--- src/rtl/tt_pkg.sv ---
package tt_pkg;
    typedef enum logic [1:0] {
        OP_WR      = 2'd0,
        OP_DEL_IDX = 2'd1,
        OP_DEL_KEY = 2'd2,
        OP_RD      = 2'd3
    } tt_op_e;
endpackage

--- src/rtl/tt_pair_enc.sv ---
module tt_pair_enc #(
    parameter int HALF_W = 32,
    localparam int WORD_W = 2 * HALF_W
) (
    input  logic [HALF_W-1:0] val,
    input  logic [HALF_W-1:0] care,
    output logic [WORD_W-1:0] pair
);
    // high half flags positions holding 0, low half flags positions holding 1
    always_comb begin
        pair = {(~val) & care, val & care};
    end
endmodule

--- src/rtl/tt_store.sv ---
module tt_store #(
    parameter int DEPTH  = 16,
    parameter int WORD_W = 64,
    localparam int IDX_W = $clog2(DEPTH)
) (
    input  logic                          clk,
    input  logic                          we,
    input  logic [IDX_W-1:0]              widx,
    input  logic [WORD_W-1:0]             wdata,
    output logic [DEPTH-1:0][WORD_W-1:0]  rows
);
    // data rows carry no reset; validity lives in the controller
    for (genvar g = 0; g < DEPTH; g++) begin : g_row
        logic [WORD_W-1:0] row_q;
        always_ff @(posedge clk) begin
            if (we && (widx == IDX_W'(g))) begin
                row_q <= wdata;
            end
        end
        assign rows[g] = row_q;
    end
endmodule

--- src/rtl/tt_match_pe.sv ---
module tt_match_pe #(
    parameter int DEPTH  = 16,
    parameter int HALF_W = 32,
    localparam int IDX_W  = $clog2(DEPTH),
    localparam int WORD_W = 2 * HALF_W
) (
    input  logic [HALF_W-1:0]             key,
    input  logic [DEPTH-1:0][WORD_W-1:0]  rows,
    input  logic [DEPTH-1:0]              live,
    output logic                          hit,
    output logic [IDX_W-1:0]              hit_idx
);
    logic [DEPTH-1:0] hitv;

    for (genvar g = 0; g < DEPTH; g++) begin : g_cmp
        logic [HALF_W-1:0] lo, hi, clash;
        assign lo    = rows[g][HALF_W-1:0];
        assign hi    = rows[g][WORD_W-1:HALF_W];
        assign clash = (key & hi) | ((~key) & lo);
        assign hitv[g] = live[g] & ~(|clash);
    end

    // lowest index wins
    always_comb begin
        hit     = 1'b0;
        hit_idx = '0;
        for (int i = DEPTH - 1; i >= 0; i--) begin
            if (hitv[i]) begin
                hit     = 1'b1;
                hit_idx = IDX_W'(i);
            end
        end
    end
endmodule

--- src/rtl/tt_maint.sv ---
module tt_maint #(
    parameter int DEPTH  = 16,
    parameter int HALF_W = 32,
    localparam int IDX_W  = $clog2(DEPTH),
    localparam int WORD_W = 2 * HALF_W
) (
    input  logic              clk,
    input  logic              rst,
    input  logic              op_valid,
    input  logic [1:0]        op_code,
    input  logic [IDX_W-1:0]  op_idx,
    input  logic [HALF_W-1:0] op_val,
    input  logic [HALF_W-1:0] op_care,
    output logic              aout_vld,
    output logic [IDX_W-1:0]  aout_idx,
    output logic              miss,
    output logic              rd_vld,
    output logic [WORD_W-1:0] rd_data,
    output logic              rd_entry_valid
);
    import tt_pkg::*;

    typedef struct packed {
        logic [DEPTH-1:0]  vld;
        logic              aout_v;
        logic [IDX_W-1:0]  aout_i;
        logic              miss;
        logic              rd_v;
        logic [WORD_W-1:0] rd_d;
        logic              rd_ev;
    } state_t;

    state_t s_d, s_q;

    logic                         we_d;
    logic [WORD_W-1:0]            pair_w;
    logic [DEPTH-1:0][WORD_W-1:0] rows_w;
    logic                         m_hit;
    logic [IDX_W-1:0]             m_idx;
    tt_op_e                       op_e;

    assign op_e = tt_op_e'(op_code);

    tt_pair_enc #(.HALF_W(HALF_W)) u_enc (
        .val  (op_val),
        .care (op_care),
        .pair (pair_w)
    );

    tt_store #(.DEPTH(DEPTH), .WORD_W(WORD_W)) u_store (
        .clk   (clk),
        .we    (we_d),
        .widx  (op_idx),
        .wdata (pair_w),
        .rows  (rows_w)
    );

    tt_match_pe #(.DEPTH(DEPTH), .HALF_W(HALF_W)) u_match (
        .key     (op_val),
        .rows    (rows_w),
        .live    (s_q.vld),
        .hit     (m_hit),
        .hit_idx (m_idx)
    );

    always_comb begin
        s_d        = s_q;
        s_d.aout_v = 1'b0;
        s_d.miss   = 1'b0;
        s_d.rd_v   = 1'b0;
        we_d       = 1'b0;
        if (op_valid) begin
            case (op_e)
                OP_WR: begin
                    we_d               = 1'b1;
                    s_d.vld[op_idx]    = 1'b1;
                    s_d.aout_v         = 1'b1;
                    s_d.aout_i         = op_idx;
                end
                OP_DEL_IDX: begin
                    s_d.vld[op_idx]    = 1'b0;
                    s_d.aout_v         = 1'b1;
                    s_d.aout_i         = op_idx;
                end
                OP_DEL_KEY: begin
                    if (m_hit) begin
                        s_d.vld[m_idx] = 1'b0;
                        s_d.aout_v     = 1'b1;
                        s_d.aout_i     = m_idx;
                    end else begin
                        s_d.miss       = 1'b1;
                    end
                end
                OP_RD: begin
                    s_d.rd_v           = 1'b1;
                    s_d.rd_d           = rows_w[op_idx];
                    s_d.rd_ev          = s_q.vld[op_idx];
                end
                default: ;
            endcase
        end
    end

    always_ff @(posedge clk) begin
        if (rst) begin
            s_q <= '0;
        end else begin
            s_q <= s_d;
        end
    end

    assign aout_vld       = s_q.aout_v;
    assign aout_idx       = s_q.aout_i;
    assign miss           = s_q.miss;
    assign rd_vld         = s_q.rd_v;
    assign rd_data        = s_q.rd_d;
    assign rd_entry_valid = s_q.rd_ev;

    AST_WR_SETS_VALID: assert property (@(posedge clk) disable iff (rst)
        (op_valid && op_code == 2'd0) |=> s_q.vld[$past(op_idx)]);

    AST_WR_PUBLISH: assert property (@(posedge clk) disable iff (rst)
        (op_valid && op_code == 2'd0) |=> (aout_vld && aout_idx == $past(op_idx)));

    AST_DEL_IDX_CLEARS: assert property (@(posedge clk) disable iff (rst)
        (op_valid && op_code == 2'd1) |=>
        (!s_q.vld[$past(op_idx)] && aout_vld && aout_idx == $past(op_idx)));

    AST_KEY_HIT_LIVE: assert property (@(posedge clk) disable iff (rst)
        (op_valid && op_code == 2'd2 && m_hit) |-> s_q.vld[m_idx]);

    AST_MISS_QUIET: assert property (@(posedge clk) disable iff (rst)
        miss |-> (!aout_vld && $stable(s_q.vld)));

    AST_OVERWRITE_PUB: assert property (@(posedge clk) disable iff (rst)
        (op_valid && op_code == 2'd0 && s_q.vld[op_idx]) |=>
        (aout_vld && aout_idx == $past(op_idx)));

    AST_RST_CLEARS: assert property (@(posedge clk)
        rst |=> (s_q.vld == '0 && !aout_vld && !miss));

    AST_RD_QUIET: assert property (@(posedge clk) disable iff (rst)
        rd_vld |-> (!aout_vld && !miss && $stable(s_q.vld)));
endmodule

--- config.mk ---
export PLATFORM = sky130hd
export DESIGN_NAME = tt_maint
export DESIGN_NICKNAME = d
export VERILOG_FILES = /design/src/rtl/tt_pkg.sv /design/src/rtl/tt_pair_enc.sv /design/src/rtl/tt_store.sv /design/src/rtl/tt_match_pe.sv /design/src/rtl/tt_maint.sv
export SDC_FILE = /design/constraint.sdc
export NUM_CORES = 2
export LEC_CHECK = 0
export CORE_ASPECT_RATIO = 1.5
export CORE_MARGIN = 5
export CORE_UTILIZATION = 30
export DETAILED_ROUTE_END_ITERATION = 16
export DONT_BUFFER_PORTS = 1
export PLACE_DENSITY = 0.41
export RECOVER_POWER = 100
export SLEW_MARGIN = 20
export SYNTH_ARGS = -nofsm -noshare
export SYNTH_HDL_FRONTEND = slang
export SYNTH_SLANG_ARGS = --single-unit
--- constraint.sdc ---
create_clock -name clk -period 9.65 [get_ports clk]
set_clock_uncertainty 0.2 [all_clocks]
set_input_delay 0.965 -clock clk [delete_from_list [all_inputs] [get_ports clk]]
set_output_delay 0.965 -clock clk [all_outputs]
set_load 0.05 [all_outputs]
==> results.yml <==
final_layout:
  syn2layout_area_growth_pct: 11.84
  multi_input_area_mm2: 0.01882
  regArea_mm2: 0.03251
  final_common_cell: "edfxtp_1"
  layout_common_cells: "edfxtp_1, nand2_1, mux4_2"
  post-route-util_pct: 33.66
  fill_cells: 17160
  fin_nets: 3625
  drive_above_1_share_pct: 16.29
  final_cells: 5954
placement:
  io_buffers: 0
  finalWeightedCongestion: 1.097
  placed_cells_incl_taps: 5715
  hpwlAfterDp_um: 277300
  preCtsSetupSlack_ns: 4.681
outcome:
  status: "complete, but fails checks"
  violations: "max-capacitance violations, max-slew violations"
worst_setup_path:
  path_buf_inv: 2
  crit_top_cell: "clkbuf_1"
  endpoint_kind: "flop"
  crit_family: "buffers and inverters"
  arrival_ns: 7.12
  crit_fanout: 269
  cp-start-kind: "input port"
  path_cells: "nor2b_1, nand2_1, nor2_4, clkbuf_1, clkbuf_1"
  setup.worst_path.class: "in -> reg"
  cp.required_ns: 9.73
  cp_slowest_cell: "clkbuf_1"
  slowest_delay_ns: 2.90
synth:
  synth-edff-count: 1024
  ys_ff_latch: 1112
  ys_warn_count: 0
  syn-instance-count: 3608
  synth_area_mm2: 0.05253
  yosys.area.top_type: "edfxtp_1"
  synth.distinct_cells: 68
  yosysSeqAreaShare_pct: 61.89
  synth_nets: 3681
  synthArstFlopShare_pct: 0
  yosysTopAreaCellShare_pct: 58.54
  synth_area_per_cell_um2: 14.56
  ys.flop_type: "edfxtp_1"
  ys_top_cells_by_area: "edfxtp_1, mux4_2, mux2i_1"
route:
  drtIter0Drc: 4763
  wire_per_inst_um: 58.45
  vias: 36930
  wl_um: 348000
  drc: 0
  vias_per_cell: 6.203
  first_pass_iters: 8
  drtAntennaViolNets: 0
floorplanning:
  dieArea_mm2: 0.1837
  initial_core_util_pct: 30.10
  dieWidth_um: 351.7
  coreArea_mm2: 0.1745
  fp-row-count: 188
  ioPinCount: 145
  die_h_um: 522.5
run:
  max_cap_violations: 37
sta:
  rsz0062_at_grt: "no"
  relSlewSlack_pct: -203.7
  slew_violations: 1071
  fin_ws_ns: 2.611
  worst_pin_slew_ns: 4.555
  setup_viol_count_final: 0
  setup-tns-final_ns: 0
  hold_viol_final: 0
  fin_crit_sh_pct: 72.94
  period_minus_slack_ns: 7.039
  max_freq_mhz: 142.1
cts:
  cts_setup_buffers: 0
  cts.sinks: 1112
  cts-buffers-inserted: 115
  cts_repair_resize_count: 0
  clk_path_buf_depth: 3
  htreeDepth: 3
  insertion_delay_ns: 0.80
  path_clk_slew_ns: 0.06
  cts-root-buf: "clkbuf_16"
  postCtsHoldBufs: 0
  cts_tree: "built"
global_routing:
  grt_max_degree: 270
  antenna_found_initial: 43
  grt_usage_pct: 37.23
  grt_pass1_vias: 37110
  grt_overflow_total: 0
  grt_pass1_wl_um: 429400
power:
  leakage_nw: 17.23
  power_density_mw_per_mm2: 185.8
  fin_total_pwr_mw: 10.91
  peakVddDrop_uv: 160.8
min_path:
  worst_hold_path_type: "in -> reg"
==> cell type report <==
class | count | area share, %
timing repair buffer | 94 | 0.9200
multi-input combinational | 2207 | 32.04
tap | 2280 | 4.856
inverter | 22 | 0.1406
antenna | 21 | 0.08945
clock inverter | 60 | 1.184
sequential | 1112 | 55.34
clock buffer | 158 | 5.431
==> Yosys cell counts, drive strengths merged (10+ instances only) <==
cell type and instances:
edfxtp 1024, nand2 450, mux4 325, nand4 311, nand2b 274, mux2i 226, buf 139, clkbuf 128
nand3 101, dfxtp 88, a21oi 80, nor4 65, nor3 57, nor2 50, nor2b 47, and2 35
o21ai 28, inv 22, a22oi 17, o2111ai 16, a31oi 13, and4 10, o211ai 10
==> report_power, final <==
group	leakage, nW	switching (mW)	internal (mW)
sequential	8.77	0.0842	5.31
combinational	6.56	0.570	0.237
clock	1.90	2.08	2.64
total	17.2	2.73	8.19
==> through the flow <==
step | cell area [um2] | hold slack [ns]
4_1_cts | 58960 | 0.01932
3_5_place_dp | 55070 | 0.4677
5_1_grt | 58700 | 0.04191
3_3_place_gp | 55010 | 0.4797
6_report | 58750 | 0.06754
2_1_floorplan | 52530 | 0.2367
==> metal layers <==
metal	vias to the layer above	track usage [%]	part of all wire (%)
li1	14210	-	-
met1	20010	40.89	35
met2	1952	60.61	47
met3	739	8.492	7.0
met4	18	32.22	11
met5	-	0	0.037
==> worst paths after layout <==
kind / startpoint / end / slack, ns / depth (start not counted)
setup / recovery: op_idx[1] / u_store.g_row[5].row_q[12] / 2.61 / 5
hold / removal: rst / rd_entry_valid / 0.07 / 1
setup reg to reg: u_store.g_row[5].row_q[60] / s_q[75] / 4.83 / 8
hold reg to reg: s_q[73] / s_q[73] / 0.47 / 2
==> flip-flops by register name (all words and copies together), names as in the netlist <==
name	count
aout_idx	4
aout_vld	1
miss	1
rd_data	64
rd_entry_valid	1
rd_vld	1
s_q	16
u_store.g_row.row_q	1024
==> worst reg2reg max path, delay by kind of cell (launching register included) <==
kind	cells	cell delay (ns)
compound gates	6	3.07
flops	1	0.65
simple gates	2	0.79
==> cell families (layout without fill, tap and decap cells) <==
logic type      after synthesis  count (layout)  share of synthesized area, %
simple gates               1429            1429                         14.40
flops                      1112            1112                         61.89
buf+inv                     289             334                         2.589
mux                         553             553                         18.28
other cells                   0              21                             0
compound gates              225             225                         2.837
(Power assumes the default switching activity.)
